### src/rtl/pbm_pkg.sv
package pbm_pkg;

   // Residue of 2^k modulo 2^m - 1, which is 2^(k mod m).
   function automatic int unsigned bit_residue(input int unsigned k, input int unsigned m);
      return 32'd1 << (k % m);
   endfunction

   // Trial division, used only at elaboration.
   function automatic bit is_prime(input int unsigned n);
      if (n < 2) return 1'b0;
      for (int unsigned d = 2; d * d <= n; d++) begin
         if (n % d == 0) return 1'b0;
      end
      return 1'b1;
   endfunction

endpackage

### src/rtl/pbm_residue_sum.sv
module pbm_residue_sum
   import pbm_pkg::*;
#(
   parameter int M  = 3,
   parameter int AW = 7,
   parameter int SW = 6
)(
   input  logic [AW-1:0] addr,
   output logic [SW-1:0] sum
);

   logic [SW-1:0] term [AW];

   // One constant residue per address bit, gated by that bit.
   for (genvar k = 0; k < AW; k++) begin : g_term
      localparam int unsigned RES = bit_residue(k, M);
      assign term[k] = addr[k] ? SW'(RES) : '0;
   end

   always_comb begin
      sum = '0;
      for (int k = 0; k < AW; k++) begin
         sum = sum + term[k];
      end
   end

endmodule

### src/rtl/pbm_fold.sv
module pbm_fold #(
   parameter int M  = 3,
   parameter int SW = 6
)(
   input  logic [SW-1:0] sum,
   output logic [M-1:0]  bank
);

   localparam int FS = SW;
   localparam logic [M-1:0] ALL1 = '1;

   logic [SW-1:0] stage [FS+1];
   logic [M-1:0]  fin;

   assign stage[0] = sum;

   // Each stage adds the high part back onto the low M bits.
   for (genvar i = 0; i < FS; i++) begin : g_fold
      assign stage[i+1] = SW'(stage[i][M-1:0]) + (stage[i] >> M);
   end

   assign fin  = stage[FS][M-1:0];
   assign bank = (fin == ALL1) ? '0 : fin;

endmodule

### src/rtl/prime_bank_mapper.sv
module prime_bank_mapper
   import pbm_pkg::*;
#(
   parameter  int M  = 3,
   parameter  int OW = 4,
   localparam int NB = (1 << M) - 1,
   localparam int AW = $clog2(NB << OW)
)(
   input  logic          clk,
   input  logic          rst_n,
   input  logic          in_vld,
   input  logic [AW-1:0] in_addr,
   output logic          out_vld,
   output logic [M-1:0]  out_bank,
   output logic [OW-1:0] out_off
);

   localparam int SW = $clog2(AW * NB + 1);

   if (M < 2 || M > 16) begin : g_bad_m
      $error("prime_bank_mapper: M out of range");
   end
   if (!is_prime(NB)) begin : g_not_prime
      $error("prime_bank_mapper: 2^M-1 is not prime");
   end
   if (OW < 1 || OW > 24) begin : g_bad_ow
      $error("prime_bank_mapper: OW out of range");
   end

   logic [SW-1:0] rsum;
   logic [M-1:0]  bank_c;

   pbm_residue_sum #(.M(M), .AW(AW), .SW(SW)) u_sum (
      .addr (in_addr),
      .sum  (rsum)
   );

   pbm_fold #(.M(M), .SW(SW)) u_fold (
      .sum  (rsum),
      .bank (bank_c)
   );

   always_ff @(posedge clk or negedge rst_n) begin
      if (!rst_n) out_vld <= 1'b0;
      else        out_vld <= in_vld;
   end

   always_ff @(posedge clk or negedge rst_n) begin
      if (!rst_n) begin
         out_bank <= '0;
         out_off  <= '0;
      end else if (in_vld) begin
         out_bank <= bank_c;
         out_off  <= in_addr[OW-1:0];
      end
   end

   AST_BANK_MOD: assert property (@(posedge clk) disable iff (!rst_n)
      in_vld |=> (int'(out_bank) == int'($past(in_addr)) % NB));
   AST_OFF_LOW: assert property (@(posedge clk) disable iff (!rst_n)
      in_vld |=> (int'(out_off) == int'($past(in_addr)) % (1 << OW)));
   AST_VLD_FOLLOW: assert property (@(posedge clk) disable iff (!rst_n)
      in_vld |=> out_vld);
   AST_VLD_DROP: assert property (@(posedge clk) disable iff (!rst_n)
      !in_vld |=> !out_vld);
   AST_RST_CLEAR: assert property (@(posedge clk)
      !rst_n |=> !out_vld);
   AST_BANK_RANGE: assert property (@(posedge clk) disable iff (!rst_n)
      out_vld |-> (int'(out_bank) < NB));
   AST_IDLE_HOLD: assert property (@(posedge clk) disable iff (!rst_n)
      !in_vld |=> ($stable(out_bank) && $stable(out_off)));

endmodule

### config.mk
export PLATFORM = sky130hd
export DESIGN_NAME = prime_bank_mapper
export DESIGN_NICKNAME = d
export VERILOG_FILES = /design/src/rtl/pbm_pkg.sv /design/src/rtl/pbm_residue_sum.sv /design/src/rtl/pbm_fold.sv /design/src/rtl/prime_bank_mapper.sv
export SDC_FILE = /design/constraint.sdc
export NUM_CORES = 1
export LEC_CHECK = 0
export ABC_CLOCK_PERIOD_IN_PS = 800
export BUFFER_PORTS_ARGS = -buffer_cell sky130_fd_sc_hd__buf_2
export CAP_MARGIN = 20
export CORE_MARGIN = 4
export CORE_UTILIZATION = 35
export DETAILED_ROUTE_END_ITERATION = 10
export PLACE_DENSITY = 0.56
export SYNTH_ARGS = -nofsm -noshare
export SYNTH_HDL_FRONTEND = slang
export SYNTH_SLANG_ARGS = --single-unit
### constraint.sdc
create_clock -name clk -period 0.8 [get_ports clk]
set_clock_uncertainty 0.1 [all_clocks]
set_input_delay 0.12 -clock clk [delete_from_list [all_inputs] [get_ports clk]]
set_output_delay 0.12 -clock clk [all_outputs]
set_load 0.02 [all_outputs]
* Yosys cells after proc, flatten, opt, wreduce, memory -nomap -nowiden
Cells that the tools add are included.
Cells by class: equality and inequality tests 1, add/subtract/negate cells 12, multiplexer cells 8
Operator list (count):
- $add A6 B6 Y6 | 6
- $add A3 B3 Y4 | 4
- $mux W3 | 3
- $add A3 B1 Y4 | 1
- $mux W2 | 2
- $add A3 B1 Y3 | 1
- $eq A3 B3 Y1 const B | 1
- $mux W1 | 3
Word-level totals: register bits after elaboration 8, output and inout port bits 8, logic and storage cells 24, bits of input ports 10

* Depth between registers and ports, before layout
Gate-level depths: netlist (run 1).
depth in word-level cells 15, depth in mapped cells 21, depth with buffers taken out 21

* Modules after synthesis
A second synthesis (run 1) with hierarchy kept.
Unflattened totals: cells, all modules 61, area, all modules 803.3 µm²
Modules (own cells, without submodules):
- pbm_fold | times used 1, cells each 30, area each 365.4 µm², sequential area each 0.0 µm²
- prime_bank_mapper | times used 1, cells each 16, area each 316.6 µm², sequential area each 200.2 µm²
- pbm_residue_sum | times used 1, cells each 15, area each 121.4 µm², sequential area each 0.0 µm²

* Worst setup path after synthesis (run 1)
OpenSTA, ideal clock, no wires.
path kind input-to-reg, start input in_addr[0], end register out_bank[0], setup time 0.125 ns, data arrival time 4.042 ns, buffers on the path 0, data required time 0.575 ns, stages on the path 21, slack -3.466 ns, cells stage by stage fa_1 > a21o_1 > a21o_2 > ha_1 > nor3b_1 > ha_1 > ha_1 > xor2_1 > xnor2_1 > and3_2 > ha_1 > ha_1 > xor2_1 > and3_1 > ha_1 > ha_1 > xnor2_1 > xnor2_1 > xnor2_1 > a21boi_0 > mux2_2
On the way: word-level cells in the longest chain between the ends 15
Ends and longest elaborated chain:
- start, declared | RTL line prime_bank_mapper.sv:12 | input logic [AW-1:0] in_addr,
- $mux W1 * | RTL line pbm_residue_sum.sv:17 | assign term[k] = addr[k] ? SW'(RES) : '0;
- $add A6 B6 Y6 * (6 in a row) | RTL line pbm_residue_sum.sv:23 | sum = sum + term[k];
- $add A3 B3 Y4 * (4 in a row) | RTL line pbm_fold.sv:19 | assign stage[i+1] = SW'(stage[i][M-1:0]) + (stage[i] >> M);
- $add A3 B1 Y4 * | RTL line pbm_fold.sv:19
- $add A3 B1 Y3 * | RTL line pbm_fold.sv:19
- $eq A3 B3 Y1 | RTL line pbm_fold.sv:23 | assign bank = (fin == ALL1) ? '0 : fin;
- $mux W3 * | RTL line pbm_fold.sv:23
- end signal, assigned | RTL line prime_bank_mapper.sv:53 | out_bank <= bank_c;
- end, declared | RTL line prime_bank_mapper.sv:14 | output logic [M-1:0] out_bank,
Mark *: on every way between the ends. The rest lies on a longest branch, timed or not. A chain may end at the register's enable or synchronous reset.

* Worst setup path in the final report (run 1)
Same ends and word-level chain as after synthesis.

==> reports/qor.yml, run 1 <==
status: "complete, but fails checks"
violations: "setup timing"
r2r_end: "out_off[2]"
seqCellArea_um2: 205
synth_cells: 59
use_met2_pct: 25.3
htree_levels: 1
nFillCells: 132
synth_top_area_share_pct: 29.4
relSlewSlack_pct: 81.7
clk_path_buf_depth: 2
min_period_ns: 3.94
port_buffers: 17
p_leak_nw: 0.555
die-area_mm2: 0.00271
yosysUniqueCellTypes: 19
cts_tree: "built"
cts_root_buf: "clkbuf_4"
arrival_ns: 3.97
clk_latency_ns: 0.25
grt_util_met1_pct: 15.1
cp_num_cells: 21
pwr-share-comb_pct: 61.0
antennaDiodeCount: 0
final_cell_mix: "11 x buf_4, 10 x buf_6, 9 x ha_4"
p_sw_mw: 0.814
power_frac_seq_pct: 24.7
p_per_area_mw_per_mm2: 1900
synth_area_leaders: "dfrtp_1 29%, ha_1 26%, mux2_2 9.9%, xnor2_1 6.4%, fa_1 5.9%"
drc: 0
maxCapViolations: 0
endpoint: "out_bank[0]"
die_w_um: 52.1
synth_area_leader_cell: "dfrtp_1"
initial_utilization_pct: 38.2
finalHoldViolCount: 0
cts_buffers: 3
pin_count: 18
syn_avg_cell_area_um2: 11.5
path_buf_inv: 2
rsz0062_at_grt: "true"
syn-cell-area_um2: 681
drt_pass1_iterations: 2
p_int_mw: 1.50
met3_usage_pct: 2.58
fp-row-count: 15
wl_um: 1450
antenna_found_initial: 0
fp.dieH_um: 52.1
dp_slack_ns: -3.54
reg2reg_slack_ns: -0.20
drive_gt1_share_pct: 76.1
hold_path_class: "in2reg"
dp_hpwl_um: 1130
synth-seq-cells: 8
syn_to_final_growth_pct: 78.5
final_common_cell: "buf_4"
yosysWarnings: 0
drt_iter0_drc: 2
slowest_stage: "fa_1"
cp_max_fo: 3
core_mm2: 0.00178
grt_max_degree: 10
ff2ff_path_depth: 2
max_freq_mhz: 254
grt_pass1_wl_um: 2680
tightest_slew_ns: 0.272
path_cells: "buf_6 > fa_2 > inv_2 > fa_1 > nor3b_2 > ha_2 > ha_4 > xor2_2 > xnor2_2 > and3_4 > ha_4 > ha_4 > xor2_2 > and3_4 > ha_4 > ha_4 > xnor2_4 > xnor2_2 > xnor2_2 > a21boi_1 > mux2_4"
busiest_layer: "met2"
p_sw_share_pct: 35.2
vias_per_cell: 4.54
ys_seq_area_share_pct: 29.4
clkPwrFrac_pct: 14.4
gp_congestion: 0.717
slew_viol_final: 0
grt_pass1_vias: 631
path_class: "in2reg"
fin_crit_sh_pct: 492
critPathLaunchType: "input pin"
fin_tns_setup_ns: -11.38
peakVddDrop_mv: 1.76
setup_violations: 15
grt-ovfl-total: 0
ant_nets: 0
critical-path-top-delay-family: "adder cells"
clk_pin_slew_worst_paths_ns: 0.06
regToRegStartpoint: "out_off[2]"
clock-sinks: 8
multi_input_area_um2: 688
crit_path_start: "in_addr[0]"
synth_nets: 85
vias: 531
cp-end-kind: "register"
fin_ws_ns: -3.14
critical-path-max-stage-delay_ns: 0.44
required_ns: 0.84
layout.nets: 119
track_usage_pct: 13.7
wl_per_cell_um: 12.4
crit_top_cell: "ha_4"
==> cells by family (layout without fill, tap and decap cells) <==
family / after synthesis / count (layout) / share of synthesized area, %
and+or+nand+nor: 8 / 8 / 6.43
adders and majority gates: 16 / 16 / 31.6
DFF: 8 / 8 / 29.4
AOI/OAI and AO/OA: 5 / 5 / 5.33
xor gates and xnor gates: 10 / 10 / 14.0
muxes: 6 / 6 / 9.93
buffers and inverters: 6 / 39 / 3.31
==> registers in the layout (all words and copies together) (netlist names) <==
signal    flops
out_vld       1
out_off       4
out_bank      3
==> power groups by stage <==
stage	Sequential, mW	Clock, mW	Combinational [mW]
after global routing	0.583	0.375	1.56
after CTS	0.572	0.347	1.33
after floorplan	0.661	0	0.655
final	0.570	0.332	1.41
after global placement	0.543	0	1.10
after detailed placement	0.547	0	1.11
==> metal layers <==
metal,up-vias,wire length [um]
li1,265,-
met2,9,820
met5,-,0
met3,2,56
met1,255,566
met4,0,7
==> layout make-up <==
class,count,share of cell area [%]
Clock buffer,4,2.16
Multi-Input combinational cell,45,56.6
Inverter,5,1.54
Timing Repair Buffer,30,20.2
Sequential cell,8,16.9
Tap cell,25,2.57
==> stage by stage <==
step	std cells	hold slack, ns	power (mW)	utilization [%]	cell area [um2]
after floorplan	59	-0.276	1.32	-	821
after global placement	109	-0.130	1.64	56.1	1000
after detailed placement	109	-0.129	1.66	56.1	1000
after CTS	115	0.00395	2.25	65.3	1160
after global routing	117	0.00355	2.51	68.1	1210
final	117	0.00680	2.31	68.1	1210
==> cells in the mapped netlist <==
cell type	number
xor2_1	4
nand3_1	1
nand2_1	2
fa_1	2
inv_1	5
and3_2	1
xor2_2	1
xnor2_1	5
o21ai_0	1
a21o_2	1
ha_1	14
nor2_1	1
a21o_1	1
a21boi_0	2
nor3b_1	1
clkbuf_1	1
mux2_2	6
dfrtp_1	8
and3_1	2
==> worst min-delay path by stage <==
stage                from     endpoint  depth (start not counted)
2_1_floorplan       rst_n  out_bank[0]                          0
3_3_place_gp        rst_n  out_bank[2]                          1
3_5_place_dp        rst_n  out_bank[2]                          1
4_1_cts        in_addr[0]   out_off[0]                          2
5_1_grt        in_addr[0]   out_off[0]                          2
6_report       in_addr[0]   out_off[0]                          2
==> timing repair <==
item | 4_1_cts | 5_1_grt
buffers inserted | 1 | 2
setup endpoints to repair | 15 | 15
hold endpoints to repair | 8 | 0
resized for setup | 28 | 6
hold buffers | 1 | 0
pin swaps | 2 | 7
(Power assumes the default switching activity.)
==> run 2: changes to the inputs <==
- ABC_AREA: not set -> 1
- PLACE_DENSITY: 0.56 -> 0.55
==> reports/qor.yml, run 2 <==
status: "complete, but fails checks"
violations: "setup timing"
ff2ff_path_depth: 3
die-area_mm2: 0.00306
antenna_found_initial: 0
rsz0062_at_grt: "true"
drc: 0
clk_latency_ns: 0.26
syn_avg_cell_area_um2: 8.17
synth_edf_count: 0
fp-row-count: 16
slew_viol_final: 0
dp_slack_ns: -3.07
stdcell_area_mm2: 0.00133
antennaDiodeCount: 0
total_power_mw: 2.05
dpl.cell_count: 163
critPathLaunchType: "input pin"
clkPwrFrac_pct: 16.5
largest_register_ffs: 4
gp_congestion: 0.758
vias_per_cell: 4.66
r2r_end: "out_bank[0]"
yosysWarnings: 0
max_freq_mhz: 282
drt_iter0_drc: 7
synthMostInstantiatedCell: "nand2_1"
pwr-share-comb_pct: 57.9
syn_to_final_growth_pct: 69.9
port_buffers: 17
synth_cells: 96
cts_tree: "built"
synth_area_leaders: "dfrtp_1 26%, ha_1 22%, nand2_1 15%, nand3_2 13%, inv_1 5.7%"
wl_um: 1930
required_ns: 0.84
htree_levels: 1
tightest_slew_ns: 0.236
reg2reg_slack_ns: -0.04
hold_path_class: "in2reg"
fin_crit_sh_pct: 443
p_sw_share_pct: 38.0
grt_pass1_wl_um: 3440
drt_pass1_iterations: 4
clk_path_buf_depth: 2
vias: 792
final_cell_mix: "26 x nand2_1, 25 x buf_4, 10 x buf_6"
setup_violations: 12
p_int_mw: 1.27
final_common_cell: "nand2_1"
synth_top_area_share_pct: 25.5
initial_utilization_pct: 38.4
cp_max_fo: 3
cts_buffers: 3
syn-cell-area_um2: 785
grt-ovfl-total: 0
drive_gt1_share_pct: 61.5
peakVddDrop_mv: 1.24
grt_max_degree: 9
clock-sinks: 8
p_sw_mw: 0.779
maxCapViolations: 0
p_leak_nw: 0.662
p_per_area_mw_per_mm2: 1540
power_frac_seq_pct: 25.6
synth_area_leader_cell: "dfrtp_1"
layout.cells.non_filler: 170
yosysUniqueCellTypes: 16
crit_path_start: "in_addr[0]"
critical-path-max-stage-delay_ns: 0.43
synth_nets: 122
place_area_mm2: 0.00117
ys_seq_area_share_pct: 25.5
fp.dieH_um: 55.3
dp_hpwl_um: 1580
relSlewSlack_pct: 84.3
core_mm2: 0.00204
synth-seq-cells: 8
ant_nets: 0
grt_pass1_vias: 879
fin_ws_ns: -2.74
pin_count: 18
ys_top_cells_by_count: "31 x nand2_1, 14 x ha_1, 12 x inv_1"
reg_top3: "out_off x4, out_bank x3, out_vld x1"
layout.nets: 170
cp-end-kind: "register"
track_usage_pct: 13.3
synth-main-ff-cell: "dfrtp_1"
die_w_um: 55.3
finalHoldViolCount: 0
path_cells: "buf_6 > fa_2 > inv_2 > fa_1 > inv_2 > nand2_2 > a21oi_2 > ha_2 > nand2_2 > nor2_2 > ha_2 > ha_2 > buf_4 > ha_4 > inv_2 > nand3_4 > a21oi_4 > ha_4 > ha_4 > xor2_2 > nand3b_4 > nand3_2 > nand2_1 > nand2_1"
clk_pin_slew_worst_paths_ns: 0.05
min_period_ns: 3.54
cts_root_buf: "clkbuf_4"
arrival_ns: 3.58
slowest_stage: "fa_1"
largest-register: "out_off"
path_class: "in2reg"
wl_per_cell_um: 11.4
async_flop_share_pct: 100
regToRegStartpoint: "out_bank[0]"
endpoint: "out_bank[1]"
run 2: changes by cell type after synthesis, moves of 3 or more:
cell	before	now
nand3_2	0	10
nand2_1	2	31
nand3_1	1	4
xor2_1	4	1
a21oi_1	0	5
xnor2_1	5	0
mux2_2	6	0
inv_1	5	12
run 2: metrics by stage:
| stage | hold slack (ns) | util [%] | setup TNS [ns] |
|---|---|---|---|
| finish | 0.0460 | 65.3 | -9.74 |
| global route | 0.0588 | 65.3 | -10.72 |
| detailed placement | -0.123 | 57.5 | -9.12 |
| CTS | 0.0395 | 62.7 | -9.85 |
| global placement | -0.135 | 57.5 | -8.91 |
| floorplan | -0.276 | - | -8.00 |
run 2: power by group through the flow:
stage | combinational, mW | clock, mW | sequential [mW]
5_1_grt | 1.32 | 0.379 | 0.532
6_report | 1.19 | 0.338 | 0.524
3_5_place_dp | 1.00 | 0 | 0.512
4_1_cts | 1.11 | 0.351 | 0.523
3_3_place_gp | 0.971 | 0 | 0.512
2_1_floorplan | 0.550 | 0 | 0.602
run 2: critical path: cells and delay by family:
kind                     cells  cell delay (ns)
AO/OA/AOI/OAI                2             0.28
XOR/XNOR                     1             0.16
adder cells (fa/ha/maj)      8             1.91
buffers and inverters        5             0.48
AND/OR/NAND/NOR              8             0.63
run 2: worst min-delay path by stage:
stage               start          end  depth (start not counted)
6_report           in_vld      out_vld                          2
5_1_grt        in_addr[0]   out_off[0]                          4
4_1_cts            in_vld      out_vld                          2
3_5_place_dp        rst_n   out_off[3]                          1
3_3_place_gp        rst_n  out_bank[1]                          1
2_1_floorplan       rst_n  out_bank[0]                          0
run 2: metal layers:
metal	vias to the layer above	track usage, %	wire length, um	part of all wire [%]
li1	407	-	-	-
met1	367	14.8	758	39
met2	14	25.0	1070	55
met3	4	1.17	71	3.7
met4	0	6.25	34	1.8
met5	-	0	0	0
run 2: cell type report:
| type | instances | area [um2] |
|---|---|---|
| fillers | 189 | 709 |
| multi-input cells | 74 | 673 |
| repair buffers | 43 | 345 |
| flip-flops and latches | 8 | 201 |
| inverters | 14 | 52.6 |
| well taps | 27 | 33.8 |
| clock buffers | 4 | 26.3 |
run 2: cells by family after synthesis:
logic type / Yosys count / share of synthesized area, %
buf+inv: 14 / 6.70
compound gates: 7 / 4.78
fa+ha+maj: 16 / 27.4
flops: 8 / 25.5
xor+xnor: 1 / 1.12
simple gates: 50 / 34.4
run 2: timing repair:
action | in CTS | in global routing
gates cloned | 0 | 0
gates resized for setup | 20 | 11
hold endpoints to repair | 8 | 0
hold buffers | 1 | 0
endpoints found under the setup margin | 11 | 13
pin swaps | 4 | 3
buffers inserted | 1 | 1
==> run 3: changes to the inputs <==
- ABC_AREA: 1 -> not set
- CELL_PAD_IN_SITES_DETAIL_PLACEMENT: not set -> 0
- CELL_PAD_IN_SITES_GLOBAL_PLACEMENT: not set -> 1
- CTS_CLUSTER_DIAMETER: not set -> 120
- PLACE_DENSITY: 0.55 -> 0.69
==> reports/qor.yml, run 3 (synthesized netlist as in run 1, its figures left out) <==
status: "complete, but fails checks"
violations: "setup timing"
reg2reg_slack_ns: -0.09
reg_top3: "out_off x4, out_bank x3, out_vld x1"
largest_register_ffs: 4
grt_max_degree: 9
final_common_cell: "buf_4"
grt_pass1_wl_um: 2460
fp.dieH_um: 52.1
clkPwrFrac_pct: 14.1
cts_root_buf: "clkbuf_4"
fin_ws_ns: -3.16
layout.nets: 120
syn_to_final_growth_pct: 77.2
hold_path_class: "in2reg"
antenna_found_initial: 0
relSlewSlack_pct: 83.7
p_per_area_mw_per_mm2: 1850
port_buffers: 17
cp_num_cells: 22
wl_per_cell_um: 10.6
finalHoldViolCount: 0
slew_viol_final: 0
layout.cells.non_filler: 118
gp_congestion: 0.736
path_class: "in2reg"
cp-end-kind: "register"
clk_latency_ns: 0.24
nFillCells: 132
p_leak_nw: 0.552
clk_path_buf_depth: 2
drc: 0
pwr-share-comb_pct: 60.7
final_cell_mix: "14 x buf_4, 10 x buf_6, 9 x ha_4"
vias: 516
die-area_mm2: 0.00271
initial_utilization_pct: 38.2
clock-sinks: 8
cts_tree: "built"
tightest_slew_ns: 0.243
p_sw_mw: 0.761
grt-ovfl-total: 0
peakVddDrop_mv: 1.51
crit_top_cell: "ha_4"
track_usage_pct: 12.1
ff2ff_path_depth: 1
required_ns: 0.82
p_sw_share_pct: 34.1
drt_pass1_iterations: 3
power_frac_seq_pct: 25.2
max_freq_mhz: 252
largest-register: "out_off"
setup_violations: 15
core_mm2: 0.00178
antennaDiodeCount: 0
critPathLaunchType: "input pin"
fin_tns_setup_ns: -11.29
vias_per_cell: 4.37
ant_nets: 0
die_w_um: 52.1
min_path_cells: 1
p_int_mw: 1.47
clk_pin_slew_worst_paths_ns: 0.05
maxCapViolations: 0
arrival_ns: 3.99
path_buf_inv: 1
pin_count: 18
dpl.cell_count: 111
critical-path-max-stage-delay_ns: 0.39
min_period_ns: 3.96
drt_iter0_drc: 3
path_cells: "buf_6 > fa_2 > a21o_1 > a21o_2 > ha_4 > nor3b_2 > ha_2 > ha_4 > xor2_2 > xnor2_2 > and3_4 > ha_4 > ha_4 > xor2_1 > and3_4 > ha_4 > ha_4 > xnor2_4 > xnor2_2 > xnor2_2 > a21boi_1 > mux2_4"
dp_hpwl_um: 1060
slowest_stage: "fa_2"
total_power_mw: 2.23
wl_um: 1250
cp_max_fo: 3
fin_crit_sh_pct: 495
rsz0062_at_grt: "true"
critical-path-top-delay-family: "adder cells"
htree_levels: 1
drive_gt1_share_pct: 73.1
grt_pass1_vias: 616
fp-row-count: 15
cts_buffers: 3
run 3: cell types whose count changed in the layout (fill, tap and decap cells not counted), sizes merged, moves of 3 or more:
cell	delta
buf	-12
nand3	-13
nand2	-31
xor2	+4
xnor2	+5
a21oi	-5
mux2	+6
and3	+3
inv	-9
run 3: worst paths after layout:
path,start,endpoint
min reg2reg,out_bank[2],out_bank[2]
min,in_vld,out_vld
max reg2reg,out_off[0],out_off[0]
min in group asynchronous,rst_n,out_off[0]
max in group asynchronous,rst_n,out_off[3]
max,in_addr[6],out_bank[1]
run 3: what timing repair did:
| action | 4_1_cts | 5_1_grt |
|---|---|---|
| cloned | 0 | 0 |
| buffers inserted | 2 | 0 |
| gates resized for setup | 22 | 9 |
| endpoints found under the setup margin | 15 | 15 |
| pin swaps | 4 | 10 |
| endpoints found under the hold margin | 8 | 0 |
| hold buffers | 1 | 0 |
run 3: final cells by class:
type                            instances  area [um2]  area share [%]
Sequential cell                         8         205            17.0
Inverter                                5        18.8            1.56
Tap cell                               25        31.3            2.59
Multi-Input combinational cell         45         667            55.3
Timing Repair Buffer                   31         258            21.4
Clock buffer                            4        26.3            2.18
run 3: per-layer routing:
metal	track usage, %	wire length [um]
met1	15.4	575
met2	19.9	604
met3	2.01	52
met4	5.24	13
met5	0	0
run 3: metrics by stage:
step | hold WS (ns) | util, % | cell area, um2 | worst slack, ns
after global routing | 0.00998 | 67.6 | 1210 | -3.32
after global placement | -0.132 | 56.9 | 1010 | -3.55
after CTS | 0.00793 | 64.3 | 1150 | -3.17
after floorplan | -0.276 | - | 821 | -3.18
final | 0.0105 | 67.6 | 1210 | -3.16
after detailed placement | -0.137 | 56.9 | 1010 | -3.59
run 3: power by group through the flow:
stage                     logic, mW  registers (mW)  clock network (mW)
after floorplan               0.655           0.661                   0
after global placement         1.10           0.543                   0
after detailed placement       1.11           0.547                   0
after CTS                      1.31           0.562               0.316
after global routing           1.51           0.571               0.349
final                          1.36           0.564               0.314
